--- src/rtl/e3f_pkg.sv ---
// e3f_pkg: constants and helpers shared by the E3 transmit frame aligner.
// Assumes the overhead field is the alignment word followed by two
// single-bit fields (remote alarm, national use).
package e3f_pkg;

    localparam int FAS_LEN   = 10;
    localparam int OH_LEN    = FAS_LEN + 2;
    localparam int FAS_IDX_W = $clog2(FAS_LEN);
    localparam logic [FAS_LEN-1:0] FAS_WORD = 10'b1111010000;

    // Overhead bit for 1-based frame position idx; outside 1..OH_LEN returns nat.
    function automatic logic oh_bit(input int idx, input logic rai, input logic nat);
        logic r;
        if (idx >= 1 && idx <= FAS_LEN) begin
            r = FAS_WORD[FAS_IDX_W'(FAS_LEN - idx)];
        end else if (idx == FAS_LEN + 1) begin
            r = rai;
        end else begin
            r = nat;
        end
        return r;
    endfunction

endpackage

--- src/rtl/e3f_bit_counter.sv ---
// e3f_bit_counter: keeps the frame position (1..FRAME_LEN) of the bit that
// is sampled at the coming edge. When external sync is enabled, a rising
// edge on sync_in (sampled 1 after sampled 0) forces the current sample to
// position 1. Assumes synchronous active-low reset; sync_q resets high so a
// level that is already high at reset release is not taken as an edge.
module e3f_bit_counter #(
    parameter int FRAME_LEN = 1536,
    parameter int POS_W     = $clog2(FRAME_LEN + 1)
) (
    input  logic             clk,
    input  logic             rst_n,
    input  logic             sync_in,
    input  logic             ext_sync_en,
    output logic [POS_W-1:0] pos_eff,
    output logic [POS_W-1:0] cnt_q,
    output logic             sync_q
);

    localparam logic [POS_W-1:0] ONE_POS  = POS_W'(1);
    localparam logic [POS_W-1:0] LAST_POS = POS_W'(FRAME_LEN);

    logic sync_rise;

    // Detect a frame boundary marked by the external sync input.
    always_comb begin
        sync_rise = rst_n && ext_sync_en && sync_in && !sync_q;
    end

    // Position of the bit sampled at this edge.
    always_comb begin
        pos_eff = sync_rise ? ONE_POS : cnt_q;
    end

    // Advance the position counter and remember the last sync sample.
    always_ff @(posedge clk) begin
        if (!rst_n) begin
            cnt_q  <= ONE_POS;
            sync_q <= 1'b1;
        end else begin
            sync_q <= sync_in;
            cnt_q  <= (pos_eff == LAST_POS) ? ONE_POS : pos_eff + ONE_POS;
        end
    end

endmodule

--- src/rtl/e3f_gap_gen.sv ---
// e3f_gap_gen: drives the data request strobe. The strobe is high in the
// cycle after an information position was sampled, so it lags the overhead
// window by one cycle. Assumes reset holds it low.
module e3f_gap_gen #(
    parameter int POS_W  = 11,
    parameter int OH_LEN = 12
) (
    input  logic             clk,
    input  logic             rst_n,
    input  logic [POS_W-1:0] pos_eff,
    output logic             gap_en
);

    localparam logic [POS_W-1:0] OH_POS = POS_W'(OH_LEN);

    // Request a new bit once an information position has been consumed.
    always_ff @(posedge clk) begin
        if (!rst_n) begin
            gap_en <= 1'b0;
        end else begin
            gap_en <= (pos_eff > OH_POS);
        end
    end

endmodule

--- src/rtl/e3f_oh_mux.sv ---
// e3f_oh_mux: two-register output path. Stage 1 captures the input bit and
// its frame position. Stage 2 selects the input bit or the internal overhead
// and raises the frame marker alongside position 1. Assumes positions run
// from 1; a stage-1 position of 0 marks the empty pipeline after reset.
module e3f_oh_mux
    import e3f_pkg::*;
#(
    parameter int POS_W = 11
) (
    input  logic             clk,
    input  logic             rst_n,
    input  logic             ser_in,
    input  logic [POS_W-1:0] pos_eff,
    input  logic             gap_mode,
    input  logic             ext_oh_en,
    input  logic             rai_in,
    input  logic             nat_in,
    output logic             nrz_out,
    output logic             fs_out
);

    localparam logic [POS_W-1:0] OH_POS  = POS_W'(OH_LEN);
    localparam logic [POS_W-1:0] ONE_POS = POS_W'(1);

    logic             s1_bit;
    logic [POS_W-1:0] s1_pos;
    logic             s1_in_oh;
    logic             take_int;
    logic             oh_val;

    // Stage 1: capture the sampled bit and its position.
    always_ff @(posedge clk) begin
        if (!rst_n) begin
            s1_bit <= 1'b0;
            s1_pos <= '0;
        end else begin
            s1_bit <= ser_in;
            s1_pos <= pos_eff;
        end
    end

    // Decide whether internal overhead replaces the captured bit.
    always_comb begin
        s1_in_oh = (s1_pos != '0) && (s1_pos <= OH_POS);
        take_int = s1_in_oh && (gap_mode || !ext_oh_en);
        oh_val   = oh_bit(int'(s1_pos), rai_in, nat_in);
    end

    // Stage 2: drive the serial output and the frame marker.
    always_ff @(posedge clk) begin
        if (!rst_n) begin
            nrz_out <= 1'b0;
            fs_out  <= 1'b0;
        end else begin
            nrz_out <= take_int ? oh_val : s1_bit;
            fs_out  <= (s1_pos == ONE_POS);
        end
    end

endmodule

--- src/rtl/e3_tx_framer.sv ---
// e3_tx_framer: E3 transmit frame aligner top. It ties together the
// position counter, the request strobe generator and the output path.
// Assumes one clock domain whose rising edge is the line sampling edge,
// and a synchronous active-low reset.
module e3_tx_framer
    import e3f_pkg::*;
#(
    parameter int FRAME_LEN = 1536
) (
    input  logic clk,
    input  logic rst_n,
    input  logic ser_in,
    input  logic sync_in,
    input  logic ext_sync_en,
    input  logic gap_mode,
    input  logic ext_oh_en,
    input  logic rai_in,
    input  logic nat_in,
    output logic gap_en,
    output logic fs_out,
    output logic nrz_out
);

    localparam int POS_W = $clog2(FRAME_LEN + 1);

    logic [POS_W-1:0] pos_eff;
    logic [POS_W-1:0] cnt_q;
    logic             sync_q;

    e3f_bit_counter #(
        .FRAME_LEN(FRAME_LEN),
        .POS_W    (POS_W)
    ) counter_i (
        .clk        (clk),
        .rst_n      (rst_n),
        .sync_in    (sync_in),
        .ext_sync_en(ext_sync_en),
        .pos_eff    (pos_eff),
        .cnt_q      (cnt_q),
        .sync_q     (sync_q)
    );

    e3f_gap_gen #(
        .POS_W (POS_W),
        .OH_LEN(OH_LEN)
    ) gapgen_i (
        .clk    (clk),
        .rst_n  (rst_n),
        .pos_eff(pos_eff),
        .gap_en (gap_en)
    );

    e3f_oh_mux #(
        .POS_W(POS_W)
    ) outpath_i (
        .clk      (clk),
        .rst_n    (rst_n),
        .ser_in   (ser_in),
        .pos_eff  (pos_eff),
        .gap_mode (gap_mode),
        .ext_oh_en(ext_oh_en),
        .rai_in   (rai_in),
        .nat_in   (nat_in),
        .nrz_out  (nrz_out),
        .fs_out   (fs_out)
    );

endmodule

--- config.mk ---
export PLATFORM = sky130hd
export DESIGN_NAME = e3_tx_framer
export DESIGN_NICKNAME = d
export VERILOG_FILES = /design/src/rtl/e3f_pkg.sv /design/src/rtl/e3f_bit_counter.sv /design/src/rtl/e3f_gap_gen.sv /design/src/rtl/e3f_oh_mux.sv /design/src/rtl/e3_tx_framer.sv
export SDC_FILE = /design/constraint.sdc
export NUM_CORES = 1
export LEC_CHECK = 0
export BUFFER_PORTS_ARGS = -buffer_cell sky130_fd_sc_hd__buf_2
export CAP_MARGIN = 10
export CORE_UTILIZATION = 25
export DETAILED_ROUTE_END_ITERATION = 10
export GPL_ROUTABILITY_DRIVEN = 0
export PLACE_DENSITY_LB_ADDON = 0.1
export SETUP_SLACK_MARGIN = 0.02
export SYNTH_ARGS = -nofsm -noshare
export SYNTH_HDL_FRONTEND = slang
export SYNTH_SLANG_ARGS = --single-unit
--- constraint.sdc ---
create_clock -name clk -period 3.7 [get_ports clk]
set_input_delay 0 -clock clk [delete_from_list [all_inputs] [get_ports clk]]
set_output_delay 0 -clock clk [all_outputs]
set_load 0.03 [all_outputs]
==> report_table.html, run 1 <==
<table>
<tr><th>Metric</th><th>Value</th></tr>
<tr><th colspan="2">Logic synthesis</th></tr>
<tr><td>Share of async-settable or async-resettable flops after synthesis</td><td>0%</td></tr>
<tr><td>Number of enable flip-flop cells after synthesis</td><td>0</td></tr>
<tr><td>Cell area after synthesis</td><td>0.00113 mm^2</td></tr>
<tr><td>Area share of xor/xnor cells in the synthesized design</td><td>6.21%</td></tr>
<tr><td>Main synth FF type</td><td>sky130_fd_sc_hd__dfxtp_1</td></tr>
<tr><td>Sequential element share of the synthesized area</td><td>47.9%</td></tr>
<tr><td>Number of flip-flops and latches in the synthesized netlist</td><td>27</td></tr>
<tr><td>Share of synthesized cell area in and, or, nand and nor gates</td><td>32.5%</td></tr>
<tr><td>Post-synthesis net count</td><td>134</td></tr>
<tr><td>Post-synthesis adder-cell area fraction</td><td>2.22%</td></tr>
<tr><td>Avg Synthesized Cell Area</td><td>9.18 um^2</td></tr>
<tr><td>Compound-cell area share of the yosys netlist</td><td>7.65%</td></tr>
<tr><td>Post-Synthesis Cells</td><td>123</td></tr>
<tr><td>Yosys synthesis warning count</td><td>0</td></tr>
<tr><td>Main combinational cell family by area after synthesis</td><td>simple AND/OR/NAND/NOR gates</td></tr>
<tr><td>Mux cell area share after synthesis</td><td>0.887%</td></tr>
<tr><td>Library cells used by synthesis</td><td>38</td></tr>
<tr><th colspan="2">Clocking</th></tr>
<tr><td>Number of buffers inserted by hold repair at cts</td><td>2</td></tr>
<tr><td>CTS tree</td><td>built</td></tr>
<tr><td># resized after CTS</td><td>0</td></tr>
<tr><td>Clock sink count</td><td>27</td></tr>
<tr><td>Clk_lat worst skew</td><td>0.27 ns</td></tr>
<tr><td>CTS buffer count</td><td>3</td></tr>
<tr><td>CTS root buf</td><td>sky130_fd_sc_hd__clkbuf_8</td></tr>
<tr><td>Max H-tree Level</td><td>1</td></tr>
<tr><td>Post-CTS clock slew at the launch and capture registers of the worst setup and hold paths</td><td>0.09 ns</td></tr>
<tr><td>Post-CTS Setup Inserts</td><td>0</td></tr>
<tr><td>Max clock buf depth</td><td>2</td></tr>
<tr><th colspan="2">Worst hold path</th></tr>
<tr><td>Worst min path class</td><td>in -&gt; reg</td></tr>
<tr><td>Number of cells traversed by the worst hold path</td><td>2</td></tr>
<tr><td>Start point of the worst hold path</td><td>rst_n</td></tr>
<tr><th colspan="2">Worst setup path</th></tr>
<tr><td>Reg2reg start</td><td>counter_i.sync_q</td></tr>
<tr><td>Count of cells along the worst register-to-register path</td><td>8</td></tr>
<tr><td>First element of the critical path</td><td>counter_i.sync_q</td></tr>
<tr><td>Critical Path RT</td><td>3.87 ns</td></tr>
<tr><td>Class of the most critical setup path</td><td>reg -&gt; reg</td></tr>
<tr><td>Highest cell delay on the worst timing path</td><td>0.43 ns</td></tr>
<tr><td>Worst path slowest cell</td><td>sky130_fd_sc_hd__nand4b_1</td></tr>
<tr><td>Crit. End Element</td><td>register</td></tr>
<tr><td>Largest fanout on the critical path</td><td>10</td></tr>
<tr><td>Critical-path cell list</td><td>nand4b_1, nand2b_1, inv_1, ha_1, and4bb_2, nand4_1, o21ai_1, nand2b_1</td></tr>
<tr><td>Arr. time, crit path</td><td>2.22 ns</td></tr>
<tr><td>Startpoint type of the worst setup path</td><td>register</td></tr>
<tr><td>Critical path's most frequent cell</td><td>sky130_fd_sc_hd__nand2b_1</td></tr>
<tr><th colspan="2">Power</th></tr>
<tr><td>Total power draw</td><td>524 uW</td></tr>
<tr><td>Leakage power summed over all cells</td><td>0.555 nW</td></tr>
<tr><td>Power per cell area</td><td>401 mW/mm^2</td></tr>
<tr><td>Largest voltage drop on the vdd net</td><td>0.000167 V</td></tr>
<tr><th colspan="2">Global route</th></tr>
<tr><td>M1 GR Usage</td><td>14.2%</td></tr>
<tr><td>Number of antenna violations at the first check in global routing</td><td>0</td></tr>
<tr><td>Largest net degree at the start of global routing</td><td>16</td></tr>
<tr><td>Aggregate global routing overflow</td><td>0</td></tr>
<tr><td>GRT met3 Usage</td><td>3.49%</td></tr>
<tr><td>Via count of the first global-routing pass</td><td>809</td></tr>
<tr><td>Routing usage on met2</td><td>15.5%</td></tr>
<tr><td>Top Usage Layer GRT</td><td>met2</td></tr>
<tr><td>Global-route usage over all layers</td><td>10.2%</td></tr>
<tr><td>First-pass GRT wire length</td><td>3960 um</td></tr>
<tr><th colspan="2">Floorplanning</th></tr>
<tr><td>Area of the die</td><td>0.00479 mm^2</td></tr>
<tr><td>Starting Density</td><td>25.9%</td></tr>
<tr><td>Vertical extent of the die</td><td>69.2 um</td></tr>
<tr><td>Core Region</td><td>0.00435 mm^2</td></tr>
<tr><td>Number of top-level pins</td><td>12</td></tr>
<tr><td>Horizontal extent of the die</td><td>69.2 um</td></tr>
<tr><td>Core Rows</td><td>24</td></tr>
<tr><th colspan="2">Final layout</th></tr>
<tr><td>Area growth from synthesis to layout</td><td>15.9%</td></tr>
<tr><td>Number of fill cells in the layout</td><td>452</td></tr>
<tr><td>Utilization after layout</td><td>30.0%</td></tr>
<tr><td>Ant. Diodes</td><td>0</td></tr>
<tr><td>Post-route insts no fill</td><td>190</td></tr>
<tr><td>Reg area</td><td>541 um^2</td></tr>
<tr><td>Multi-input logic area</td><td>558 um^2</td></tr>
<tr><td>Net count of the finished layout</td><td>150</td></tr>
<tr><td>Share of cells above drive strength 1</td><td>15.9%</td></tr>
<tr><td>Design area</td><td>0.00131 mm^2</td></tr>
<tr><th colspan="2">STA</th></tr>
<tr><td>Tcrit/Tclk final</td><td>55.6%</td></tr>
<tr><td>Slew at the pin with the worst max-slew slack</td><td>0.464 ns</td></tr>
<tr><td>Final setup violating endpoints</td><td>0</td></tr>
<tr><td>Max frequency</td><td>486 MHz</td></tr>
<tr><td>Shortest period the worst path allows</td><td>2.06 ns</td></tr>
<tr><td>Setup WS post-layout</td><td>1.64 ns</td></tr>
<tr><td>Final hold violations</td><td>0</td></tr>
<tr><td>Final hold slack</td><td>0.00370 ns</td></tr>
<tr><td>Max-slew headroom</td><td>68.8%</td></tr>
<tr><td>Total negative setup slack</td><td>0 ns</td></tr>
<tr><td>Number of slew-limit violations in the final report</td><td>0</td></tr>
<tr><td>Max Clock Skew</td><td>0.00552 ns</td></tr>
<tr><td>Unrepaired setup endpoints after global routing</td><td>no</td></tr>
<tr><th colspan="2">Placed design</th></tr>
<tr><td>Worst slack, placed</td><td>1.66 ns</td></tr>
<tr><td>Number of placed instances, taps included</td><td>184</td></tr>
<tr><td>Post-DP HPWL</td><td>1620 um</td></tr>
<tr><td>Number of port buffers</td><td>11</td></tr>
<tr><td>Cell Area, Placed</td><td>0.00124 mm^2</td></tr>
<tr><th colspan="2">Drt</th></tr>
<tr><td>Detailed-routing iteration count for the pre-antenna-repair pass</td><td>4</td></tr>
<tr><td>Per-cell routed wire length</td><td>11.8 um</td></tr>
<tr><td>First-iteration detailed-routing DRC count</td><td>11</td></tr>
<tr><td>Detailed-route vias per instance</td><td>4.49</td></tr>
<tr><td>Wire length after detailed routing</td><td>2240 um</td></tr>
<tr><td>Vias post-DR</td><td>853</td></tr>
<tr><td>Detail Route Antenna Nets</td><td>0</td></tr>
<tr><td>DRC Markers</td><td>0</td></tr>
<tr><th colspan="2">Run status</th></tr>
<tr><td>Status</td><td>finished, final reports clean</td></tr>
<tr><th colspan="2">Run</th></tr>
<tr><td>Max capacitance violation total</td><td>0</td></tr>
</table>
[final timing paths]
path,endpoint,slack [ns]
max,counter_i.cnt_q[0],1.64
min reg2reg,outpath_i.nrz_out,0.46
max reg2reg,counter_i.cnt_q[0],1.64
min,counter_i.sync_q,0.004
[critical path, delay by kind of cell, from the launching register on]
family | cells | cell delay, ns
AND/OR/NAND/NOR | 5 | 1.24
adder cells (fa/ha/maj) | 1 | 0.19
AO/OA/AOI/OAI | 1 | 0.13
buffers and inverters | 1 | 0.06
flip-flops | 1 | 0.33
[per-layer routing]
layer,vias to the layer above,share of wire [%]
met5,-,0
li1,458,-
met1,382,52
met4,0,0.58
met2,11,45
met3,2,2.9
[report_power, final]
part | switching (mW) | internal [mW] | total (mW)
combinational | 0.0285 | 0.0222 | 0.0507
sequential | 0.0107 | 0.301 | 0.312
clock | 0.0869 | 0.0753 | 0.162
[sequential cells by signal, summed over array words and instances, names as in the netlist]
name and count:
outpath_i.fs_out 1, outpath_i.s1_pos 11, gapgen_i.gap_en 1, counter_i.sync_q 1, outpath_i.nrz_out 1, outpath_i.s1_bit 1, counter_i.cnt_q 11
[cells by family (layout without fill, tap and decap cells)]
| group | count (synthesis) | after routing |
|---|---|---|
| and+or+nand+nor | 65 | 65 |
| DFF | 27 | 27 |
| muxes | 1 | 1 |
| adders and majority gates | 2 | 2 |
| AOI/OAI and AO/OA | 12 | 12 |
| buffers and inverters | 8 | 23 |
| xor gates and xnor gates | 8 | 8 |
[synthesized netlist by cell type (all sizes together), types with 2 or more instances]
cell type  instances  area share (%)
dfxtp             27              48
and2              13             7.3
nor2              12             4.0
nand2             11             3.9
xor2               7             5.4
inv                6             2.0
nand3              5             2.2
nand4              4             2.2
nor3               4             1.8
and3               3             1.9
nand2b             3             1.7
o21ai              3             1.3
a21oi              2             1.2
and4               2             1.8
clkbuf             2            0.67
ha                 2             2.2
nor4               2             1.1
[area by class of cell]
type,instances,area share (%)
multi-input combinational,88,42.7
sequential,27,41.3
timing repair buffer,13,5.74
tap,52,4.98
clock buffer,3,3.16
inverter,6,1.72
clock inverter,1,0.383
[layout by cell type (no fill, tap or decap), types with 2 or more instances in the layout]
master,n
sky130_fd_sc_hd__and2_1,12
sky130_fd_sc_hd__and3_2,2
sky130_fd_sc_hd__buf_2,11
sky130_fd_sc_hd__clkbuf_8,3
sky130_fd_sc_hd__dfxtp_1,27
sky130_fd_sc_hd__dlygate4sd3_1,2
sky130_fd_sc_hd__ha_1,2
sky130_fd_sc_hd__inv_1,6
sky130_fd_sc_hd__nand2_1,10
sky130_fd_sc_hd__nand2b_1,3
sky130_fd_sc_hd__nand3_1,5
sky130_fd_sc_hd__nand4_1,4
sky130_fd_sc_hd__nor2_1,12
sky130_fd_sc_hd__nor3_1,4
sky130_fd_sc_hd__nor4_1,2
sky130_fd_sc_hd__o21ai_0,2
sky130_fd_sc_hd__xor2_1,7
(Power assumes the default switching activity.)
==> inputs of run 2 (changes only) <==
ABC_AREA = 1   (was default)
clock period = 1.7 ns   (was 3.7 ns; I/O delays follow)
==> report_table.html, run 2 <==
<table>
<tr><th>Metric</th><th>Value</th></tr>
<tr><th colspan="2">Clocking</th></tr>
<tr><td>Clk_lat worst skew</td><td>0.27 ns</td></tr>
<tr><td>Post-CTS Setup Inserts</td><td>0</td></tr>
<tr><td>Max H-tree Level</td><td>1</td></tr>
<tr><td>Clock sink count</td><td>27</td></tr>
<tr><td>Post-CTS clock slew at the launch and capture registers of the worst setup and hold paths</td><td>0.09 ns</td></tr>
<tr><td>CTS root buf</td><td>sky130_fd_sc_hd__clkbuf_8</td></tr>
<tr><td>CTS buffer count</td><td>3</td></tr>
<tr><td>Max clock buf depth</td><td>2</td></tr>
<tr><td>CTS tree</td><td>built</td></tr>
<tr><th colspan="2">STA</th></tr>
<tr><td>Max-slew headroom</td><td>77.7%</td></tr>
<tr><td>Unrepaired setup endpoints after global routing</td><td>no</td></tr>
<tr><td>Shortest period the worst path allows</td><td>1.54 ns</td></tr>
<tr><td>Total negative setup slack</td><td>0 ns</td></tr>
<tr><td>Tcrit/Tclk final</td><td>90.9%</td></tr>
<tr><td>Max frequency</td><td>647 MHz</td></tr>
<tr><td>Final setup violating endpoints</td><td>0</td></tr>
<tr><td>Number of slew-limit violations in the final report</td><td>0</td></tr>
<tr><td>Final hold slack</td><td>0.0392 ns</td></tr>
<tr><td>Final hold violations</td><td>0</td></tr>
<tr><td>Max Clock Skew</td><td>0.00238 ns</td></tr>
<tr><td>Slew at the pin with the worst max-slew slack</td><td>0.334 ns</td></tr>
<tr><td>Setup WS post-layout</td><td>0.155 ns</td></tr>
<tr><th colspan="2">Floorplanning</th></tr>
<tr><td>Area of the die</td><td>0.00537 mm^2</td></tr>
<tr><td>Core Region</td><td>0.00482 mm^2</td></tr>
<tr><td>Number of top-level pins</td><td>12</td></tr>
<tr><td>Starting Density</td><td>26.4%</td></tr>
<tr><td>Core Rows</td><td>25</td></tr>
<tr><td>Vertical extent of the die</td><td>73.3 um</td></tr>
<tr><td>Horizontal extent of the die</td><td>73.3 um</td></tr>
<tr><th colspan="2">Final layout</th></tr>
<tr><td>Area growth from synthesis to layout</td><td>15.4%</td></tr>
<tr><td>Largest registers</td><td>counter_i.cnt_q: 11 flops, outpath_i.s1_pos: 11 flops</td></tr>
<tr><td>Most frequent standard cell in the layout excluding fill and tap cells</td><td>sky130_fd_sc_hd__nand2_1</td></tr>
<tr><td>Utilization after layout</td><td>30.4%</td></tr>
<tr><td>Share of cells above drive strength 1</td><td>18.8%</td></tr>
<tr><td>Highest-count cells in the layout ignoring fill and taps</td><td>sky130_fd_sc_hd__nand2_1, sky130_fd_sc_hd__nor2_1, sky130_fd_sc_hd__dfxtp_1</td></tr>
<tr><td>Ant. Diodes</td><td>0</td></tr>
<tr><td>Net count of the finished layout</td><td>198</td></tr>
<tr><td>Design area</td><td>0.00147 mm^2</td></tr>
<tr><th colspan="2">Drt</th></tr>
<tr><td>First-iteration detailed-routing DRC count</td><td>42</td></tr>
<tr><td>DRC Markers</td><td>0</td></tr>
<tr><td>Per-cell routed wire length</td><td>10.1 um</td></tr>
<tr><td>Detailed-route vias per instance</td><td>4.15</td></tr>
<tr><td>Detailed-routing iteration count for the pre-antenna-repair pass</td><td>4</td></tr>
<tr><td>Wire length after detailed routing</td><td>2550 um</td></tr>
<tr><td>Vias post-DR</td><td>1049</td></tr>
<tr><td>Detail Route Antenna Nets</td><td>0</td></tr>
<tr><th colspan="2">Worst setup path</th></tr>
<tr><td>Crit. End Element</td><td>register</td></tr>
<tr><td>Class of the most critical setup path</td><td>reg -&gt; reg</td></tr>
<tr><td>FF-to-FF setup slack</td><td>0.16 ns</td></tr>
<tr><td>End of the worst register-to-register path</td><td>counter_i.cnt_q[5]</td></tr>
<tr><td>Arr. time, crit path</td><td>1.73 ns</td></tr>
<tr><td>Reg2reg start</td><td>counter_i.sync_q</td></tr>
<tr><td>Largest fanout on the critical path</td><td>10</td></tr>
<tr><td>Count of cells along the worst register-to-register path</td><td>13</td></tr>
<tr><td>Startpoint type of the worst setup path</td><td>register</td></tr>
<tr><td>Critical Path RT</td><td>1.88 ns</td></tr>
<tr><th colspan="2">Logic synthesis</th></tr>
<tr><td>Avg Synthesized Cell Area</td><td>7.52 um^2</td></tr>
<tr><td>Area share of the leading cell type in the synthesized netlist</td><td>42.5%</td></tr>
<tr><td>Main synth FF type</td><td>sky130_fd_sc_hd__dfxtp_1</td></tr>
<tr><td>Top cells by area, synth</td><td>sky130_fd_sc_hd__dfxtp_1, sky130_fd_sc_hd__nand2_1, sky130_fd_sc_hd__nor2_1</td></tr>
<tr><td>Post-Synthesis Cells</td><td>169</td></tr>
<tr><td>Most area-hungry cell type in the Yosys netlist</td><td>sky130_fd_sc_hd__dfxtp_1</td></tr>
<tr><td>Post-synthesis net count</td><td>180</td></tr>
<tr><td>Sequential element share of the synthesized area</td><td>42.5%</td></tr>
<tr><td>Library cells used by synthesis</td><td>26</td></tr>
<tr><td>Most instantiated cells after synthesis</td><td>sky130_fd_sc_hd__nand2_1, sky130_fd_sc_hd__nor2_1, sky130_fd_sc_hd__dfxtp_1</td></tr>
<tr><td>Number of enable flip-flop cells after synthesis</td><td>0</td></tr>
<tr><td>Leading cell type by number of instances after synthesis</td><td>sky130_fd_sc_hd__nand2_1</td></tr>
<tr><td>Cell area after synthesis</td><td>0.00127 mm^2</td></tr>
<tr><td>Yosys synthesis warning count</td><td>0</td></tr>
<tr><td>Share of async-settable or async-resettable flops after synthesis</td><td>0%</td></tr>
<tr><td>Number of flip-flops and latches in the synthesized netlist</td><td>27</td></tr>
<tr><th colspan="2">Placed design</th></tr>
<tr><td>Post-DP HPWL</td><td>1900 um</td></tr>
<tr><td>Number of port buffers</td><td>11</td></tr>
<tr><td>Worst slack, placed</td><td>0.170 ns</td></tr>
<tr><td>Cell Area, Placed</td><td>0.00139 mm^2</td></tr>
<tr><th colspan="2">Global route</th></tr>
<tr><td>First-pass GRT wire length</td><td>4610 um</td></tr>
<tr><td>Aggregate global routing overflow</td><td>0</td></tr>
<tr><td>Largest net degree at the start of global routing</td><td>15</td></tr>
<tr><td>Global-route usage over all layers</td><td>11.4%</td></tr>
<tr><td>Via count of the first global-routing pass</td><td>1014</td></tr>
<tr><td>Number of antenna violations at the first check in global routing</td><td>0</td></tr>
<tr><th colspan="2">Power</th></tr>
<tr><td>Largest voltage drop on the vdd net</td><td>0.000284 V</td></tr>
<tr><td>Leakage power summed over all cells</td><td>0.613 nW</td></tr>
<tr><td>Power per cell area</td><td>787 mW/mm^2</td></tr>
<tr><th colspan="2">Worst hold path</th></tr>
<tr><td>Endpoint, Worst Hold</td><td>outpath_i.s1_bit</td></tr>
<tr><td>Number of cells traversed by the worst hold path</td><td>3</td></tr>
<tr><td>Start point of the worst hold path</td><td>rst_n</td></tr>
<tr><td>Worst min path class</td><td>in -&gt; reg</td></tr>
<tr><th colspan="2">Run status</th></tr>
<tr><td>Status</td><td>finished, final reports clean</td></tr>
<tr><th colspan="2">Run</th></tr>
<tr><td>Max capacitance violation total</td><td>0</td></tr>
</table>
## run 2: cell count changes after synthesis, sizes merged, moves of 3 or more
cell,change
and3,-3
and2,-13
nand3,+15
nor2,+21
buf,+3
inv,+19
xor2,-5
nand2b,-3
nand2,+25
a21oi,+6
## run 2: how the worst max path moves through the flow
stage | slack (ns) | end | cells past startpoint | startpoint
after floorplan | 0.06 | counter_i.cnt_q[5] | 15 | counter_i.sync_q
after global placement | 0.23 | counter_i.cnt_q[5] | 9 | counter_i.sync_q
after detailed placement | 0.17 | counter_i.cnt_q[5] | 12 | counter_i.sync_q
after CTS | 0.12 | counter_i.cnt_q[5] | 12 | counter_i.sync_q
after global routing | 0.02 | counter_i.cnt_q[5] | 13 | counter_i.sync_q
final | 0.16 | counter_i.cnt_q[5] | 13 | counter_i.sync_q
## run 2: layout make-up
class | count | area [um^2]
Fill cell | 537 | 3350
Multi-Input combinational cell | 113 | 596
Sequential cell | 27 | 541
Timing Repair Buffer | 17 | 108
Inverter | 25 | 93.8
Tap cell | 67 | 83.8
Clock buffer | 4 | 45.0
## run 2: timing repair
action	CTS	global route
hold buffers	3	0
setup endpoints to repair	0	1
gates resized for setup	0	1
hold endpoints to repair	2	0
## run 2: cells by family (layout without fill, tap and decap cells)
family                     after synthesis  after routing  share of synthesized area [%]
buffers and inverters                   29             46                           11.0
AOI/OAI and AO/OA                       11             11                           4.63
xor gates and xnor gates                 3              3                           2.07
DFF                                     27             27                           42.5
and+or+nand+nor                         97             97                           37.8
adders and majority gates                2              2                           1.97
## run 2: stage by stage
stage | std cells | total power [mW]
floorplan | 169 | 0.771
global placement | 246 | 0.799
detailed placement | 246 | 0.798
CTS | 253 | 1.18
global route | 253 | 1.22
finish | 253 | 1.15
## run 2: per-layer routing
| metal | share of wire, % | track usage [%] | up-vias |
|---|---|---|---|
| li1 | - | - | 561 |
| met1 | 49 | 14.4 | 462 |
| met2 | 44 | 18.3 | 21 |
| met3 | 4.5 | 2.06 | 5 |
| met4 | 2.2 | 6.20 | 0 |
| met5 | 0 | 0 | - |
## run 2: where the power goes
| part | switching [mW] | internal [mW] |
|---|---|---|
| sequential | 0.0120 | 0.654 |
| clock | 0.195 | 0.168 |
| combinational | 0.0769 | 0.0486 |
## run 2: critical path, stage by stage (launching register included)
cell and delay (ns):
sky130_fd_sc_hd__dfxtp_1 0.31, sky130_fd_sc_hd__nor2_1 0.10, sky130_fd_sc_hd__nand2_2 0.06, sky130_fd_sc_hd__inv_1 0.08
sky130_fd_sc_hd__nor2_1 0.06, sky130_fd_sc_hd__inv_1 0.09, sky130_fd_sc_hd__ha_2 0.19, sky130_fd_sc_hd__nand3_1 0.10
sky130_fd_sc_hd__nor3_2 0.11, sky130_fd_sc_hd__nand2_1 0.10, sky130_fd_sc_hd__nand2_4 0.13, sky130_fd_sc_hd__inv_2 0.05
sky130_fd_sc_hd__nand2_1 0.05, sky130_fd_sc_hd__inv_1 0.03
==> inputs of run 3 (changes only) <==
GPL_TIMING_DRIVEN = 0   (was default)
==> report_table.html, run 3 (synthesized netlist as in run 2, its figures left out) <==
<table>
<tr><th>Metric</th><th>Value</th></tr>
<tr><th colspan="2">Run status</th></tr>
<tr><td>Status</td><td>finished, final reports clean</td></tr>
<tr><th colspan="2">Placed design</th></tr>
<tr><td>Number of placed instances, taps included</td><td>246</td></tr>
<tr><td>Number of port buffers</td><td>10</td></tr>
<tr><td>Cell Area, Placed</td><td>0.00141 mm^2</td></tr>
<tr><td>Post-DP HPWL</td><td>2020 um</td></tr>
<tr><th colspan="2">STA</th></tr>
<tr><td>Final hold violations</td><td>0</td></tr>
<tr><td>Final setup violating endpoints</td><td>0</td></tr>
<tr><td>Slew at the pin with the worst max-slew slack</td><td>0.374 ns</td></tr>
<tr><td>Max-slew headroom</td><td>75.1%</td></tr>
<tr><td>Unrepaired setup endpoints after global routing</td><td>no</td></tr>
<tr><td>Number of slew-limit violations in the final report</td><td>0</td></tr>
<tr><td>Max frequency</td><td>662 MHz</td></tr>
<tr><td>Final hold slack</td><td>0.0242 ns</td></tr>
<tr><td>Shortest period the worst path allows</td><td>1.51 ns</td></tr>
<tr><td>Max Clock Skew</td><td>0.00134 ns</td></tr>
<tr><td>Total negative setup slack</td><td>0 ns</td></tr>
<tr><td>Tcrit/Tclk final</td><td>88.9%</td></tr>
<tr><th colspan="2">Clocking</th></tr>
<tr><td>CTS buffer count</td><td>3</td></tr>
<tr><td>Clock sink count</td><td>27</td></tr>
<tr><td>Post-CTS clock slew at the launch and capture registers of the worst setup and hold paths</td><td>0.09 ns</td></tr>
<tr><td>CTS root buf</td><td>sky130_fd_sc_hd__clkbuf_8</td></tr>
<tr><td>Clk_lat worst skew</td><td>0.27 ns</td></tr>
<tr><td>Max H-tree Level</td><td>1</td></tr>
<tr><td>CTS tree</td><td>built</td></tr>
<tr><td>Max clock buf depth</td><td>2</td></tr>
<tr><th colspan="2">Power</th></tr>
<tr><td>Design internal power</td><td>907 uW</td></tr>
<tr><td>Power per cell area</td><td>744 mW/mm^2</td></tr>
<tr><td>Leakage power summed over all cells</td><td>0.686 nW</td></tr>
<tr><td>Total power draw</td><td>1.21 mW</td></tr>
<tr><td>Sequential share of power</td><td>55.3%</td></tr>
<tr><td>Switching part of the total</td><td>24.9%</td></tr>
<tr><td>P_sw</td><td>300 uW</td></tr>
<tr><td>Combinational share of power</td><td>14.8%</td></tr>
<tr><td>Largest voltage drop on the vdd net</td><td>0.000244 V</td></tr>
<tr><td>Clock share of power</td><td>30.0%</td></tr>
<tr><th colspan="2">Final layout</th></tr>
<tr><td>Most frequent standard cell in the layout excluding fill and tap cells</td><td>sky130_fd_sc_hd__nand2_1</td></tr>
<tr><td>Design area</td><td>0.00162 mm^2</td></tr>
<tr><td>Net count of the finished layout</td><td>209</td></tr>
<tr><td>Area growth from synthesis to layout</td><td>27.6%</td></tr>
<tr><td>Post-route insts no fill</td><td>264</td></tr>
<tr><td>Highest-count cells in the layout ignoring fill and taps</td><td>sky130_fd_sc_hd__nand2_1, sky130_fd_sc_hd__nor2_1, sky130_fd_sc_hd__dfxtp_1</td></tr>
<tr><td>Ant. Diodes</td><td>0</td></tr>
<tr><td>Share of cells above drive strength 1</td><td>27.4%</td></tr>
<tr><td>Largest registers</td><td>counter_i.cnt_q: 11 flops, outpath_i.s1_pos: 11 flops</td></tr>
<tr><th colspan="2">Worst setup path</th></tr>
<tr><td>Class of the most critical setup path</td><td>reg -&gt; reg</td></tr>
<tr><td>Critical-path cell list</td><td>nor2_2, nand2_4, inv_6, nor2_4, inv_2, ha_4, nand3_2, nor3_2, nand2_2, nand2_4, inv_2, nand2_2, inv_1</td></tr>
<tr><td>Worst path slowest cell</td><td>sky130_fd_sc_hd__dfxtp_2</td></tr>
<tr><td>Critical Path RT</td><td>1.88 ns</td></tr>
<tr><td>Count of cells along the worst register-to-register path</td><td>13</td></tr>
<tr><td>Arr. time, crit path</td><td>1.69 ns</td></tr>
<tr><td>Crit. End Element</td><td>register</td></tr>
<tr><td>Largest fanout on the critical path</td><td>5</td></tr>
<tr><td>Highest cell delay on the worst timing path</td><td>0.32 ns</td></tr>
<tr><td>Startpoint type of the worst setup path</td><td>register</td></tr>
<tr><th colspan="2">Drt</th></tr>
<tr><td>Per-cell routed wire length</td><td>10.4 um</td></tr>
<tr><td>Detail Route Antenna Nets</td><td>0</td></tr>
<tr><td>Detailed-route vias per instance</td><td>4.20</td></tr>
<tr><td>Detailed-routing iteration count for the pre-antenna-repair pass</td><td>4</td></tr>
<tr><td>First-iteration detailed-routing DRC count</td><td>21</td></tr>
<tr><td>Met3 wire length</td><td>74 um</td></tr>
<tr><td>Detail Route met2 WL</td><td>1310 um</td></tr>
<tr><td>Vias post-DR</td><td>1108</td></tr>
<tr><td>Top metal layer carrying routed signals</td><td>met4</td></tr>
<tr><td>Wire length after detailed routing</td><td>2750 um</td></tr>
<tr><td>DRT met1 WL</td><td>1290 um</td></tr>
<tr><td>DRC Markers</td><td>0</td></tr>
<tr><th colspan="2">Floorplanning</th></tr>
<tr><td>Starting Density</td><td>26.4%</td></tr>
<tr><td>Area of the die</td><td>0.00537 mm^2</td></tr>
<tr><td>Vertical extent of the die</td><td>73.3 um</td></tr>
<tr><td>Core Rows</td><td>25</td></tr>
<tr><td>Horizontal extent of the die</td><td>73.3 um</td></tr>
<tr><td>Number of top-level pins</td><td>12</td></tr>
<tr><td>Core Region</td><td>0.00482 mm^2</td></tr>
<tr><th colspan="2">Global route</th></tr>
<tr><td>First-pass GRT wire length</td><td>5000 um</td></tr>
<tr><td>Via count of the first global-routing pass</td><td>1147</td></tr>
<tr><td>Largest net degree at the start of global routing</td><td>15</td></tr>
<tr><td>Global-route usage over all layers</td><td>12.4%</td></tr>
<tr><td>Number of antenna violations at the first check in global routing</td><td>0</td></tr>
<tr><td>Aggregate global routing overflow</td><td>0</td></tr>
<tr><th colspan="2">Worst hold path</th></tr>
<tr><td>Number of cells traversed by the worst hold path</td><td>3</td></tr>
<tr><td>Worst min path class</td><td>in -&gt; reg</td></tr>
<tr><th colspan="2">Run</th></tr>
<tr><td>Max capacitance violation total</td><td>0</td></tr>
</table>
==> run 3: cell types whose count changed in the layout (fill, tap and decap cells not counted), moves of 2 or more <==
| cell | before | now |
|---|---|---|
| sky130_fd_sc_hd__nor2_4 | 3 | 5 |
| sky130_fd_sc_hd__buf_4 | 3 | 10 |
| sky130_fd_sc_hd__nand2_4 | 2 | 5 |
| sky130_fd_sc_hd__nand2_1 | 30 | 28 |
| sky130_fd_sc_hd__nand3_1 | 18 | 16 |
| sky130_fd_sc_hd__buf_6 | 0 | 2 |
| sky130_fd_sc_hd__inv_1 | 22 | 20 |
| sky130_fd_sc_hd__nand3_2 | 1 | 3 |
| sky130_fd_sc_hd__nor2_1 | 28 | 26 |
==> run 3: layout make-up <==
type	count	area (um^2)
fill	553	3200
clock buffer	4	45.0
tap	67	83.8
sequential	27	542
multi-input combinational	114	661
timing repair buffer	25	176
inverter	25	98.8
buffer	2	15.0
==> run 3: power groups by stage <==
stage,sequential [mW],clock [mW],combinational (mW)
2_1_floorplan,0.687,0,0.0836
3_3_place_gp,0.680,0,0.122
3_5_place_dp,0.681,0,0.123
4_1_cts,0.667,0.379,0.177
5_1_grt,0.671,0.408,0.202
6_report,0.667,0.362,0.178
==> run 3: repair_timing <==
| action | in CTS | in global routing |
|---|---|---|
| hold buffers | 4 | 0 |
| buffers inserted | 11 | 0 |
| endpoints found under the setup margin | 12 | 12 |
| endpoints found under the hold margin | 3 | 0 |
| pin swaps | 8 | 6 |
| gates resized for setup | 14 | 8 |
| cloned | 1 | 0 |
==> run 3: worst paths after layout <==
| kind | start | endpoint | slack (ns) |
|---|---|---|---|
| worst max-delay path | counter_i.sync_q | counter_i.cnt_q[5] | 0.19 |
| worst min-delay path | rst_n | outpath_i.fs_out | 0.02 |
| worst max register to register | counter_i.sync_q | counter_i.cnt_q[5] | 0.19 |
| worst min register to register | outpath_i.s1_pos[5] | outpath_i.fs_out | 0.49 |
==> run 3: worst max-delay path, delay by kind of cell, from the launching register on <==
kind,cells,cell delay (ns)
flip-flops,1,0.32
adder cells (fa/ha/maj),1,0.14
AND/OR/NAND/NOR,8,0.72
buffers and inverters,4,0.22
==> run 3: stage by stage <==
stage,setup WS [ns],utilization [%]
final,0.189,33.7
after global routing,0.0474,33.7
after CTS,0.0164,33.3
after detailed placement,-0.263,29.2
after global placement,-0.220,29.2
after floorplan,0.0588,-
==> run 3: layer usage <==
metal,GRT usage [%],vias up
met1,14.3,496
li1,-,585
met4,5.13,0
met5,0,-
met2,22.7,20
met3,2.06,7
